--- config.mk ---
export PLATFORM = sky130hd
export DESIGN_NAME = cnv_timing_seq
export DESIGN_NICKNAME = d
export VERILOG_FILES = /design/src/rtl/cnv_seq_pkg.sv /design/src/rtl/cnv_len_calc.sv /design/src/rtl/cnv_tick_ctr.sv /design/src/rtl/cnv_cfg_latch.sv /design/src/rtl/cnv_timing_seq.sv
export SDC_FILE = /design/constraint.sdc
export NUM_CORES = 1
export LEC_CHECK = 0
export BUFFER_PORTS_ARGS = -buffer_cell sky130_fd_sc_hd__buf_2
export CAP_MARGIN = 10
export CORE_AREA = 4 4 164 229
export DETAILED_ROUTE_END_ITERATION = 8
export DIE_AREA = 0 0 168 233
export MAX_ROUTING_LAYER = met4
export PLACE_DENSITY = 0.6
export REMOVE_ABC_BUFFERS = 1
export SETUP_SLACK_MARGIN = 0.02
export SLEW_MARGIN = 5
export SYNTH_ARGS = -nofsm -noshare
export SYNTH_HDL_FRONTEND = slang
export SYNTH_SLANG_ARGS = --single-unit
--- constraint.sdc ---
create_clock -name clk -period 6.25 [get_ports clk]
set_input_delay 1.5625 -clock clk [delete_from_list [all_inputs] [get_ports clk]]
set_output_delay 1.5625 -clock clk [all_outputs]
set_load 0.02 [all_outputs]
--- src/rtl/cnv_seq_pkg.sv ---
package cnv_seq_pkg;
  typedef enum logic {
    FT_SINC     = 1'b0,
    FT_FASTSINC = 1'b1
  } flt_kind_e;

  // fast-sinc behaves like an order-4 path with a short tail
  localparam int FASTSINC_ORD  = 4;
  localparam int FASTSINC_TAIL = 2;
endpackage

--- src/rtl/cnv_len_calc.sv ---
module cnv_len_calc
  import cnv_seq_pkg::*;
#(
  parameter int FOSR_W = 10,
  parameter int IOSR_W = 8,
  parameter int ORD_W  = 3,
  parameter int LEN_W  = FOSR_W + IOSR_W + 2
) (
  input  logic [FOSR_W-1:0] fosr_m1_i,
  input  logic [IOSR_W-1:0] iosr_m1_i,
  input  logic [ORD_W-1:0]  ord_i,
  input  flt_kind_e         kind_i,
  input  logic              fast_sel_i,
  output logic [LEN_W-1:0]  len_o
);
  logic [LEN_W-1:0] f_r, i_r, o_r;

  assign f_r = LEN_W'(fosr_m1_i) + LEN_W'(1);
  assign i_r = LEN_W'(iosr_m1_i) + LEN_W'(1);
  assign o_r = LEN_W'(ord_i);

  always_comb begin
    if (fosr_m1_i == '0)
      len_o = i_r;                                   // integrator only
    else if (fast_sel_i)
      len_o = f_r * i_r;                             // steady continuous
    else if (kind_i == FT_FASTSINC)
      len_o = f_r * (i_r + LEN_W'(FASTSINC_ORD - 1)) + LEN_W'(FASTSINC_TAIL);
    else
      len_o = f_r * (i_r - LEN_W'(1) + o_r) + o_r;
  end
endmodule

--- src/rtl/cnv_tick_ctr.sv ---
module cnv_tick_ctr #(
  parameter int LEN_W = 20
) (
  input  logic             clk,
  input  logic             rst_n,
  input  logic             load_i,
  input  logic [LEN_W-1:0] len_i,
  input  logic             active_i,
  input  logic             tick_i,
  output logic             last_o
);
  logic [LEN_W-1:0] rem_q;

  always_ff @(posedge clk or negedge rst_n) begin
    if (!rst_n)
      rem_q <= '0;
    else if (load_i)
      rem_q <= len_i;
    else if (active_i && tick_i && rem_q != '0)
      rem_q <= rem_q - LEN_W'(1);
  end

  assign last_o = (rem_q == LEN_W'(1));

  // a running conversion always has ticks left to count
  p_rem_live_r3: assert property (@(posedge clk) disable iff (!rst_n)
    active_i |-> rem_q != '0);
endmodule

--- src/rtl/cnv_cfg_latch.sv ---
module cnv_cfg_latch #(
  parameter int CH_W = 2
) (
  input  logic            clk,
  input  logic            rst_n,
  input  logic            en_i,
  input  logic            fast_i,
  input  logic            load_i,
  input  logic [CH_W-1:0] chsel_i,
  output logic            fast_o,
  output logic [CH_W-1:0] ch_o
);
  logic            fast_q;
  logic [CH_W-1:0] ch_q;

  always_ff @(posedge clk or negedge rst_n) begin
    if (!rst_n) begin
      fast_q <= 1'b0;
      ch_q   <= '0;
    end else begin
      if (!en_i)  fast_q <= fast_i;
      if (load_i) ch_q   <= chsel_i;
    end
  end

  assign fast_o = fast_q;
  assign ch_o   = ch_q;

  p_fast_locked_r9: assert property (@(posedge clk) disable iff (!rst_n)
    en_i |=> $stable(fast_q));

  p_ch_deferred_r10: assert property (@(posedge clk) disable iff (!rst_n)
    !load_i |=> $stable(ch_q));
endmodule

--- src/rtl/cnv_timing_seq.sv ---
module cnv_timing_seq
  import cnv_seq_pkg::*;
#(
  parameter int FOSR_W = 10,
  parameter int IOSR_W = 8,
  parameter int CH_W   = 2
) (
  input  logic              clk,
  input  logic              rst_n,
  input  logic              en_i,
  input  logic              start_i,
  input  logic              cont_i,
  input  logic              fast_i,
  input  logic              ftype_i,
  input  logic [2:0]        ord_i,
  input  logic [FOSR_W-1:0] fosr_m1_i,
  input  logic [IOSR_W-1:0] iosr_m1_i,
  input  logic [CH_W-1:0]   chsel_i,
  input  logic              tick_i,
  output logic              busy_o,
  output logic              done_o,
  output logic [CH_W-1:0]   ch_o
);
  localparam int ORD_W = 3;
  localparam int LEN_W = FOSR_W + IOSR_W + 2;

  logic             busy_q, done_q;
  logic             fast_q, last;
  logic             accept, conv_end, reload, load;
  logic [LEN_W-1:0] len;

  assign accept   = en_i && start_i && !busy_q;
  assign conv_end = en_i && busy_q && tick_i && last;
  assign reload   = conv_end && cont_i;
  assign load     = accept || reload;

  cnv_len_calc #(
    .FOSR_W(FOSR_W), .IOSR_W(IOSR_W), .ORD_W(ORD_W), .LEN_W(LEN_W)
  ) u_len (
    .fosr_m1_i (fosr_m1_i),
    .iosr_m1_i (iosr_m1_i),
    .ord_i     (ord_i),
    .kind_i    (flt_kind_e'(ftype_i)),
    .fast_sel_i(busy_q && fast_q),   // only a restart can be a fast one
    .len_o     (len)
  );

  cnv_tick_ctr #(.LEN_W(LEN_W)) u_ctr (
    .clk     (clk),
    .rst_n   (rst_n),
    .load_i  (load),
    .len_i   (len),
    .active_i(busy_q && en_i),
    .tick_i  (tick_i),
    .last_o  (last)
  );

  cnv_cfg_latch #(.CH_W(CH_W)) u_cfg (
    .clk    (clk),
    .rst_n  (rst_n),
    .en_i   (en_i),
    .fast_i (fast_i),
    .load_i (load),
    .chsel_i(chsel_i),
    .fast_o (fast_q),
    .ch_o   (ch_o)
  );

  always_ff @(posedge clk or negedge rst_n) begin
    if (!rst_n) begin
      busy_q <= 1'b0;
      done_q <= 1'b0;
    end else begin
      done_q <= conv_end;
      if (!en_i)
        busy_q <= 1'b0;
      else if (accept)
        busy_q <= 1'b1;
      else if (conv_end && !cont_i)
        busy_q <= 1'b0;
    end
  end

  assign busy_o = busy_q;
  assign done_o = done_q;

  p_busy_from_start_r2: assert property (@(posedge clk) disable iff (!rst_n)
    $rose(busy_o) |-> $past(start_i && en_i));

  p_abort_r12: assert property (@(posedge clk) disable iff (!rst_n)
    !en_i |=> !busy_o && !done_o);

  p_done_on_tick_r14: assert property (@(posedge clk) disable iff (!rst_n)
    done_o |-> $past(tick_i && busy_o));

  p_stop_single_r6: assert property (@(posedge clk) disable iff (!rst_n)
    (done_o && !busy_o) |-> $past(!cont_i));
endmodule

* Word level (Yosys, flattened, before mapping)
Cells that the tools add are included.
** Word-level totals
- Memory bits (writable) :: 0
- ROM bits :: 0
- Latch bits :: 0
- Logic and storage cells :: 41
- Memories :: 0
- Register bits after elaboration :: 25
- Bits of input ports :: 31
** Operators by class
- Reductions and logical operators :: 15
- Bitwise logic cells :: 0
- $mul :: 3
- Equal/unequal tests :: 2
- Muxes and demuxes :: 8
- Magnitude comparators :: 0
- Shift operators :: 0
- $add $sub $neg :: 8
- Div/mod/pow operators :: 0
** Operators by type and width (count)
- $mux W20 :: 5
- $mul A20 B20 Y20 :: 3
- $add A20 B2 Y20 const B :: 2
- $add A20 B3 Y20 :: 2
- $sub A20 B1 Y20 const B :: 2
- $eq A20 B1 Y1 const B :: 1
- $reduce_bool A20 Y1 :: 1
- $add A10 B1 Y11 const B :: 1
- $logic_not A10 Y1 :: 1
- $add A8 B1 Y9 const B :: 1
- $logic_and A1 B1 Y1 :: 9
- $mux W1 :: 3
- $ne A3 B1 Y1 const B :: 1
- $logic_not A1 Y1 :: 2
- $reduce_bool A2 Y1 :: 1
- $logic_or A1 B1 Y1 :: 1

* Logic depth before layout (Yosys ltp)
Gate-level depths: netlist (run 1).
- Depth in word-level cells :: 9
- Depth in mapped cells :: 31
- Depth with buffers taken out :: 31

* Hierarchy
From an unflattened synthesis (run 1), not the netlist that was laid out.
** Second synthesis, totals
- Cells, all modules :: 1669
- Area total of the unflattened synthesis :: 13570.5 um^2
** Modules (own cells, without submodules)
- cnv_len_calc :: instances 1, area each 12016.5 um^2, cells each 1503
- cnv_tick_ctr :: instances 1, area each 1335.0 um^2, cells each 149
- cnv_timing_seq :: instances 1, area each 110.1 um^2, cells each 11
- cnv_cfg_latch :: instances 1, area each 108.9 um^2, cells each 6

* Worst setup path after synthesis (run 1)
No wires, ideal clock.
- Path type :: input port to flip-flop
- Start point :: in iosr_m1_i[0]
- End point :: reg u_ctr.rem_q[18]
- Cell stages on the path :: 29
- Arrival :: 8.639 ns
- Path buffers :: 2
- Setup time :: 0.122 ns
- Setup slack :: -2.511 ns
- Path through :: ha_1 -> clkbuf_1 -> xnor2_1 -> ha_1 -> inv_1 -> fa_1 -> nor3b_1 -> o221ai_1 -> a21o_1 -> ha_1 -> clkbuf_1 -> nand2b_1 -> fa_1 -> fa_1 -> inv_1 -> fa_1 -> fa_1 -> inv_1 -> fa_1 -> inv_1 -> ha_1 -> a21o_1 -> a211oi_1 -> nor3b_1 -> o21ai_1 -> a21oi_1 -> xor2_1 -> a21oi_1 -> a32o_1
** Between the ends
- Word-level cells in the longest chain between the ends :: 9
- Elaborated cells between the ends (all ways) :: 13
- Classes of those cells :: add/sub: 6; mul: 3; mux: 4
** Ends and longest elaborated chain
- start, declared :: RTL line cnv_timing_seq.sv:17 : input logic [IOSR_W-1:0] iosr_m1_i,
- $add A8 B1 Y9 * :: RTL line cnv_len_calc.sv:19 : assign i_r = LEN_W'(iosr_m1_i) + LEN_W'(1);
- $sub A20 B1 Y20 :: RTL line cnv_len_calc.sv:30 : len_o = f_r * (i_r - LEN_W'(1) + o_r) + o_r;
- $add A20 B3 Y20 :: RTL line cnv_len_calc.sv:30
- $mul A20 B20 Y20 :: RTL line cnv_len_calc.sv:30
- $add A20 B3 Y20 :: RTL line cnv_len_calc.sv:30
- $mux W20 :: RTL line cnv_len_calc.sv:27 : else if (kind_i == FT_FASTSINC)
- $mux W20 * :: RTL line cnv_len_calc.sv:25 : else if (fast_sel_i)
- $mux W20 * :: RTL line cnv_len_calc.sv:23 : if (fosr_m1_i == '0)
- $mux W20 * :: RTL line cnv_tick_ctr.sv:17 : else if (load_i)
- end signal, assigned :: RTL line cnv_tick_ctr.sv:18 : rem_q <= len_i;
- end signal, assigned :: RTL line cnv_tick_ctr.sv:20 : rem_q <= rem_q - LEN_W'(1);
- end, declared :: RTL line cnv_tick_ctr.sv:12 : logic [LEN_W-1:0] rem_q;
Mark *: on every way between the ends. The rest lies on a longest branch, timed or not.
A chain may end at the register's enable or synchronous reset.

* Worst setup path after layout (run 1)
- Start point :: in iosr_m1_i[1]
- End point :: reg u_ctr.rem_q[16]
The elaborated chain is that of the path after synthesis.

==> flow_summary.json, run 1 <==
{
  "vias_per_cell": 5.102,
  "ctsHoldBuffers": 0,
  "grt_usage": 0.2354,
  "dpl.hpwl_um": 38020,
  "cts_tree": "built",
  "fp-row-count": 82,
  "wl_met2_um": 22650,
  "clkTransAtPathRegs_ns": 0.07,
  "synth_fa_ha_area_frac": 0.4919,
  "required_ns": 6.39,
  "dr_wl_met3_um": 1729,
  "critPathSlowestCell": "fa_1",
  "critPathLaunchType": "input pin",
  "ys_ff_latch": 25,
  "cts.sinks": 25,
  "synth_top_flop_cell": "dfrtp_1",
  "antenna_found_initial": 0,
  "rsz0062_at_grt": "true",
  "dr.max_layer_used": "met4",
  "synth-simple-area-share": 0.1850,
  "n_fill_cell": 3355,
  "synth.area.mux_share": 0.005070,
  "clk_latency_ns": 0.27,
  "tns_ns": -22.32,
  "port_buffers": 34,
  "area_growth_pct": 29.40,
  "drive_gt1_frac": 0.2639,
  "fp.dieH_um": 233,
  "hold_viol_final": 0,
  "syn_avg_cell_area_um2": 8.314,
  "drv_slew": 0,
  "synthArstFlopShare": 1.000,
  "crit_path_frequent_cell": "fa_1",
  "maxSlewHeadroom": 0.2613,
  "grt_max_degree": 27,
  "ys_types": 82,
  "nets": 2451,
  "root_buffer": "clkbuf_16",
  "drt-total-wl_um": 44160,
  "min_period_over_period": 1.290,
  "cpPeakStageDelay_ns": 0.54,
  "end_kind": "flip-flop",
  "die_area_mm2": 0.03914,
  "initial_core_util": 0.3951,
  "fin_skew_ns": 0.01214,
  "outcome": "complete, but fails checks",
  "antennaDiodeCount": 0,
  "synth_top_family_by_area": "adder cells",
  "grt_first_pass_wirelength_um": 71120,
  "drcViolationCount": 0,
  "critPathArrivalTime_ns": 8.20,
  "die_x_um": 168,
  "drt-pass1-iter-count": 5,
  "synth_edf_count": 0,
  "syn_inst": 1692,
  "grt_pass1_vias": 13810,
  "gp_congestion": 0.9701,
  "drt.antenna.violating_nets": 0,
  "setup_ws_ns": -1.813,
  "numCtsBuffers": 3,
  "syn_area_mm2": 0.01407,
  "yosysSeqAreaShare": 0.04447,
  "drtIter0Drc": 570,
  "htreeDepth": 1,
  "clock_path_buffers": 2,
  "max_freq_mhz": 124.0,
  "wl_per_cell_um": 17.82,
  "violations": "negative setup slack",
  "worst-setup-path-type": "in2reg",
  "drv_cap": 0,
  "path_max_fanout": 6,
  "ys.warnings.count": 0,
  "hp-class": "reg2reg",
  "synth_xor_area_frac": 0.07783,
  "wl_met1_um": 16680,
  "core_region_area_mm2": 0.03560,
  "grt_overflow": 0,
  "worst_slew_pin_slew_ns": 1.102,
  "setup_viol": 15,
  "ioPinCount": 35,
  "synth_compound_area_frac": 0.08636,
  "fin_crit_ns": 8.063,
  "vias": 12643
}
## Yosys cell counts, drive strengths merged (22+ instances only)
cell / instances / area share
nand3: 23 / 0.0091
nor2: 149 / 0.040
clkbuf: 58 / 0.015
dfrtp: 25 / 0.044
nand2b: 41 / 0.018
xnor2: 79 / 0.051
and2: 41 / 0.018
a21oi: 34 / 0.012
ha: 153 / 0.14
nor3: 22 / 0.0085
fa: 250 / 0.36
inv: 339 / 0.090
nand2: 225 / 0.060
o21ai: 31 / 0.011
xor2: 37 / 0.024
## final cells by class
type                       instances  area [µm²]  area share
clock inverter                     1       7.507   0.0004124
inverter                         340        1282     0.07045
sequential                        25       625.6     0.03437
tap                              462       578.1     0.03175
timing repair buffer             386        2979      0.1637
multi-input combinational       1261       12660      0.6952
clock buffer                       3       75.07    0.004124
## through the flow
stage	worst slack (ns)	hold WS, ns	std cells	area [µm²]	util
finish	-1.813	0.4651	2478	18200	0.5113
global route	-2.112	0.5104	2478	18200	0.5113
CTS	-1.733	0.4684	2473	17970	0.5046
detailed placement	-2.647	0.4518	2446	17100	0.4802
global placement	-2.499	0.4445	2446	17100	0.4802
floorplan	-2.495	0.4945	1626	13800	-
## placed cells by master (no fill, tap or decap), types with 37 or more instances in the layout
cell | synthesis | routed
buf_4 | 2 | 330
inv_1 | 336 | 322
fa_1 | 250 | 244
nand2_1 | 223 | 218
nor2_1 | 147 | 143
ha_1 | 153 | 131
xnor2_1 | 77 | 62
and2_1 | 40 | 38
nand2b_1 | 41 | 37
## flip-flops by register name, indices dropped and copies added, names as in the netlist
signal / flops
busy_o: 1
u_cfg.fast_o: 1
done_o: 1
u_cfg.ch_o: 2
u_ctr.rem_q: 20
## critical path: cells and delay by family
| family | cells | cell delay, ns |
|---|---|---|
| adders and majority gates | 8 | 3.39 |
| AOI/OAI and AO/OA | 6 | 1.00 |
| buffers and inverters | 9 | 0.95 |
| and+or+nand+nor | 6 | 0.87 |
| xor gates and xnor gates | 3 | 0.41 |
## what timing repair did
| item | CTS | global route |
|---|---|---|
| gates resized for setup | 126 | 37 |
| setup buffers | 26 | 8 |
| setup endpoints to repair | 16 | 16 |
| pin swaps | 97 | 30 |
## routing by layer
metal / GRT usage / vias up
li1: - / 5869
met1: 0.2602 / 6252
met2: 0.4265 / 373
met3: 0.01292 / 149
met4: 0.1233 / 0
met5: - / -
## final timing paths
path	startpoint	to	slack [ns]	cells after the start
max in group asynchronous	rst_n	u_ctr.rem_q[0]	4.57	1
worst max register to register	u_ctr.rem_q[4]	u_ctr.rem_q[13]	3.53	9
worst max-delay path	iosr_m1_i[1]	u_ctr.rem_q[16]	-1.81	32
worst min register to register	u_cfg.ch_o[0]	u_cfg.ch_o[0]	0.47	2
min in group asynchronous	rst_n	u_ctr.rem_q[9]	1.29	1
worst min-delay path	u_cfg.ch_o[0]	u_cfg.ch_o[0]	0.47	2
## cell families after synthesis
family | Yosys count
AO/OA/AOI/OAI | 176
XOR/XNOR | 118
adder cells (fa/ha/maj) | 403
buffers and inverters | 406
flip-flops | 25
multiplexers | 7
AND/OR/NAND/NOR | 557
Power of run 1 is not shown: default switching activity piles up to over one toggle a cycle in this logic, so the estimate is an artifact.
==> inputs of run 2 (changes only) <==
--- a/config.mk
+++ b/config.mk
@@ -5,13 +5,14 @@
 export SDC_FILE = /design/constraint.sdc
 export NUM_CORES = 1
 export LEC_CHECK = 0
+export ABC_AREA = 1
 export BUFFER_PORTS_ARGS = -buffer_cell sky130_fd_sc_hd__buf_2
 export CAP_MARGIN = 10
-export CORE_AREA = 4 4 164 229
+export CORE_AREA = 4 4 167 233
 export DETAILED_ROUTE_END_ITERATION = 8
-export DIE_AREA = 0 0 168 233
+export DIE_AREA = 0 0 171 237
 export MAX_ROUTING_LAYER = met4
-export PLACE_DENSITY = 0.6
+export PLACE_DENSITY = 0.59
 export REMOVE_ABC_BUFFERS = 1
 export SETUP_SLACK_MARGIN = 0.02
 export SLEW_MARGIN = 5
==> flow_summary.json, run 2 <==
{
  "die_x_um": 171,
  "grt_first_pass_wirelength_um": 78810,
  "clk_latency_ns": 0.26,
  "ys_ff_latch": 25,
  "timing.rr.end": "u_ctr.rem_q[17]",
  "vias": 14297,
  "met2_usage": 0.4353,
  "clock_path_buffers": 2,
  "cts.sinks": 25,
  "hp-class": "reg2reg",
  "initial_core_util": 0.3950,
  "synth-simple-area-share": 0.2252,
  "r2r_slack_ns": 3.12,
  "r2r-start": "u_ctr.rem_q[8]",
  "htreeDepth": 1,
  "port_buffers": 34,
  "regMostFlops": "u_ctr.rem_q",
  "core_region_area_mm2": 0.03676,
  "final_cell_mix": "inv_1 (448), nand2_1 (399), buf_4 (364), fa_1 (243), nor2_1 (209)",
  "drive_gt1_frac": 0.2702,
  "synth_compound_area_frac": 0.08134,
  "path_max_fanout": 4,
  "end_kind": "flip-flop",
  "drt-total-wl_um": 50150,
  "area_growth_pct": 33.16,
  "fp-row-count": 83,
  "die_area_mm2": 0.04053,
  "synthArstFlopShare": 1.000,
  "finish.utilization": 0.5259,
  "final_common_cell": "inv_1",
  "largest_reg_flops": 20,
  "critPathSlowestCell": "fa_1",
  "cpPeakStageDelay_ns": 0.54,
  "drv_slew": 0,
  "synth_top_family_by_area": "adder cells",
  "fp.dieH_um": 237,
  "rsz0062_at_grt": "true",
  "max_freq_mhz": 123.0,
  "grt_pass1_vias": 14945,
  "ys.warnings.count": 0,
  "fin_skew_ns": 0.005249,
  "cts_tree": "built",
  "min_period_over_period": 1.301,
  "grt_usage": 0.2533,
  "synth_common_cells": "inv_1 (481), nand2_1 (429), fa_1 (250)",
  "maxSlewHeadroom": 0.4224,
  "required_ns": 6.44,
  "antennaDiodeCount": 0,
  "violations": "negative setup slack",
  "root_buffer": "clkbuf_16",
  "synth_top_flop_cell": "dfrtp_1",
  "drtIter0Drc": 769,
  "numCtsBuffers": 3,
  "use_met3": 0.01453,
  "critPathArrivalTime_ns": 8.33,
  "setup_viol": 15,
  "ys_types": 49,
  "drt-pass1-iter-count": 5,
  "syn_avg_cell_area_um2": 7.146,
  "worst-setup-path-type": "in2reg",
  "gp_congestion": 0.9922,
  "grt_overflow": 0,
  "grt-busiest-layer": "met2",
  "min-delay-start": "u_cfg.ch_o[1]",
  "ioPinCount": 35,
  "yosysMostFrequentCell": "inv_1",
  "hold_viol_final": 0,
  "grt_use_met1": 0.3065,
  "synth_edf_count": 0,
  "syn_area_mm2": 0.01452,
  "syn_inst": 2032,
  "synthTopCellsByArea": "fa_1 (34%), ha_1 (13%), inv_1 (12%), nand2_1 (11%), nor2_1 (6.0%)",
  "fin_crit_ns": 8.131,
  "hold-path-cell-count": 2,
  "grt_max_degree": 28,
  "critPathLaunchType": "input pin",
  "holdPathEnd": "u_cfg.ch_o[1]",
  "synth.area.mux_share": 0.0007755,
  "drv_cap": 0,
  "vias_per_cell": 4.952,
  "dpl.hpwl_um": 42670,
  "drt.antenna.violating_nets": 0,
  "outcome": "complete, but fails checks",
  "clkTransAtPathRegs_ns": 0.06,
  "synth_xor_area_frac": 0.02938,
  "worst_slew_pin_slew_ns": 0.8643,
  "tns_ns": -21.48,
  "wl_per_cell_um": 17.37,
  "synth_top_area_share": 0.3447,
  "n_fill_cell": 3592,
  "synth_top_cell_by_area": "fa_1",
  "setup_ws_ns": -1.881,
  "antenna_found_initial": 0,
  "drcViolationCount": 0,
  "yosysSeqAreaShare": 0.04308,
  "reg2reg_depth": 13,
  "ctsHoldBuffers": 0,
  "nets": 2855,
  "synth_fa_ha_area_frac": 0.4765
}
==> run 2: repair_timing <==
| item | in CTS | in global routing |
|---|---|---|
| resized for setup | 131 | 142 |
| endpoints found under the hold margin | 0 | 0 |
| setup endpoints to repair | 16 | 16 |
| pin swaps | 66 | 58 |
| setup buffers | 13 | 19 |
==> run 2: critical path, delay by kind of cell <==
family / cells / cell delay (ns)
buffers and inverters: 12 / 0.92
AOI/OAI and AO/OA: 7 / 1.06
and+or+nand+nor: 15 / 1.40
adders and majority gates: 9 / 3.38
==> run 2: final cells by class <==
class                           instances  area (µm²)  share of cell area
Clock buffer                            3       75.07            0.003883
Clock inverter                          1       5.005           0.0002588
Inverter                              500        1919             0.09927
Multi-Input combinational cell       1456       12680              0.6557
Sequential cell                        25       625.6             0.03236
Tap cell                              467       584.3             0.03022
Timing Repair Buffer                  435        3447              0.1783
==> run 2: per-stage QoR <==
stage | setup slack [ns] | std cells | instance area (µm²) | hold WS (ns)
after global placement | -2.504 | 2854 | 17990 | 0.4504
final | -1.881 | 2887 | 19330 | 0.4676
after floorplan | -2.146 | 1981 | 14310 | 0.4797
after global routing | -2.224 | 2887 | 19330 | 0.5069
after detailed placement | -2.546 | 2854 | 17990 | 0.4607
after CTS | -1.780 | 2871 | 18670 | 0.4738
==> run 2: how the worst max path moves through the flow <==
stage            startpoint         endpoint  slack (ns)  cells after the start
2_1_floorplan  iosr_m1_i[0]  u_ctr.rem_q[17]       -2.15                     36
3_3_place_gp   iosr_m1_i[0]  u_ctr.rem_q[19]       -2.50                     36
3_5_place_dp   iosr_m1_i[0]  u_ctr.rem_q[17]       -2.55                     42
4_1_cts        iosr_m1_i[0]  u_ctr.rem_q[17]       -1.78                     43
5_1_grt        iosr_m1_i[1]  u_ctr.rem_q[17]       -2.22                     45
6_report       iosr_m1_i[1]  u_ctr.rem_q[17]       -1.88                     43
==> run 2: cell families (layout without fill, tap and decap cells) <==
family,Yosys count,in the layout
AO/OA/AOI/OAI,209,209
XOR/XNOR,47,47
adder cells (fa/ha/maj),403,403
buffers and inverters,551,939
flip-flops,25,25
multiplexers,1,1
AND/OR/NAND/NOR,796,796
==> run 2: per-layer routing <==
metal	wire, µm	up-vias
met1	20000	6857
met4	2983	0
met5	0	-
met3	1968	131
met2	25200	417
li1	-	6892
Power of run 2 is left out for the same reason.
==> inputs of run 3 (changes only) <==
--- a/config.mk
+++ b/config.mk
@@ -15,6 +15,7 @@
 export PLACE_DENSITY = 0.59
 export REMOVE_ABC_BUFFERS = 1
 export SETUP_SLACK_MARGIN = 0.02
+export SKIP_LAST_GASP = 1
 export SLEW_MARGIN = 5
 export SYNTH_ARGS = -nofsm -noshare
 export SYNTH_HDL_FRONTEND = slang
==> flow_summary.json, run 3 (synthesis results as in run 2) <==
{
  "drt-pass1-iter-count": 5,
  "ctsHoldBuffers": 0,
  "core_region_area_mm2": 0.03676,
  "ff_latch_area_um2": 625.6,
  "antenna_found_initial": 0,
  "drv_cap": 0,
  "setup_ws_ns": -1.873,
  "n_fill_cell": 3592,
  "nets": 2855,
  "port_buffers": 34,
  "critPathArrivalTime_ns": 8.32,
  "outcome": "complete, but fails checks",
  "drt-total-wl_um": 50140,
  "clock_path_buffers": 2,
  "grt_max_degree": 28,
  "die_x_um": 171,
  "ioPinCount": 35,
  "finish.instance_area_mm2": 0.01933,
  "critPathSlowestCell": "fa_1",
  "initial_core_util": 0.3950,
  "holdWs_ns": 0.4676,
  "required_ns": 6.44,
  "grt_pass1_vias": 14945,
  "vias": 14283,
  "fp.dieH_um": 237,
  "largest_reg_flops": 20,
  "drcViolationCount": 0,
  "fin_skew_ns": 0.005252,
  "wl_per_cell_um": 17.37,
  "htreeDepth": 1,
  "antennaDiodeCount": 0,
  "hold_viol_final": 0,
  "numCtsBuffers": 3,
  "r2r_slack_ns": 3.12,
  "grt_overflow": 0,
  "grt_first_pass_wirelength_um": 78810,
  "cts_tree": "built",
  "final_cell_mix": "inv_1 (448), nand2_1 (399), buf_4 (364), fa_1 (243), nor2_1 (210)",
  "root_buffer": "clkbuf_16",
  "multi_input_area_mm2": 0.01268,
  "die_area_mm2": 0.04053,
  "path_max_fanout": 4,
  "area_growth_pct": 33.14,
  "cts.sinks": 25,
  "worst-setup-path-type": "in2reg",
  "max_freq_mhz": 123.1,
  "clkTransAtPathRegs_ns": 0.06,
  "fin_crit_ns": 8.123,
  "drive_gt1_frac": 0.2698,
  "rsz0062_at_grt": "true",
  "maxSlewHeadroom": 0.4228,
  "gp_congestion": 0.9922,
  "worst_slew_pin_slew_ns": 0.8636,
  "final_common_cell": "inv_1",
  "dpl.hpwl_um": 42670,
  "setup_viol": 15,
  "critPathLaunchType": "input pin",
  "cpPeakStageDelay_ns": 0.54,
  "hp-class": "reg2reg",
  "violations": "negative setup slack",
  "clk_latency_ns": 0.26,
  "drv_slew": 0,
  "drtIter0Drc": 769,
  "min_period_over_period": 1.300,
  "post_dp_cell_area_mm2": 0.01799,
  "grt_usage": 0.2533,
  "fp-row-count": 83,
  "end_kind": "flip-flop",
  "vias_per_cell": 4.947,
  "regMostFlops": "u_ctr.rem_q",
  "post-place-ws_ns": -2.546,
  "drt.antenna.violating_nets": 0
}
run 3: changes by cell type in the layout (fill, tap and decap cells not counted):
cell,before,now
nor2_1,209,210
nor2_2,22,21
o21ai_0,45,46
o21ai_1,11,10
run 3: path summary, 6_finish.rpt:
| check | startpoint | end | cells past startpoint |
|---|---|---|---|
| setup / recovery | iosr_m1_i[1] | u_ctr.rem_q[17] | 43 |
| hold / removal | u_cfg.ch_o[1] | u_cfg.ch_o[1] | 2 |
| setup reg to reg | u_ctr.rem_q[8] | u_ctr.rem_q[17] | 13 |
| hold reg to reg | u_cfg.ch_o[1] | u_cfg.ch_o[1] | 2 |
| max in group asynchronous | rst_n | busy_o | 1 |
| min in group asynchronous | rst_n | u_ctr.rem_q[7] | 1 |
run 3: final cells by class:
type,count,area share
sequential,25,0.03236
multi-input combinational,1456,0.6557
timing repair buffer,435,0.1783
clock inverter,1,0.0002589
inverter,500,0.09928
tap,467,0.03022
clock buffer,3,0.003883
run 3: critical path: cells and delay by family:
| kind | cells | cell delay (ns) |
|---|---|---|
| AND/OR/NAND/NOR | 15 | 1.40 |
| AO/OA/AOI/OAI | 7 | 1.05 |
| buffers and inverters | 12 | 0.92 |
| adder cells (fa/ha/maj) | 9 | 3.38 |
run 3: routing by layer:
metal,track usage,wire length [µm],share of wire,up-vias
li1,-,-,-,6892
met1,0.3065,20030,0.40,6856
met2,0.4353,25230,0.50,406
met3,0.01453,1942,0.039,129
met4,0.1100,2947,0.059,0
met5,-,0,0,-
run 3: per-stage QoR:
| stage | util | setup TNS [ns] | instances |
|---|---|---|---|
| 5_1_grt | 0.5259 | -26.05 | 2887 |
| 2_1_floorplan | - | -23.35 | 1981 |
| 3_5_place_dp | 0.4894 | -32.96 | 2854 |
| 3_3_place_gp | 0.4894 | -32.18 | 2854 |
| 4_1_cts | 0.5078 | -21.57 | 2871 |
| 6_report | 0.5259 | -21.50 | 2887 |
run 3: timing repair:
action,in CTS,in global routing
pin swaps,66,58
setup endpoints to repair,16,16
hold endpoints to repair,0,0
setup buffers,13,19
resized for setup,129,142
Power of run 3 is left out for the same reason.
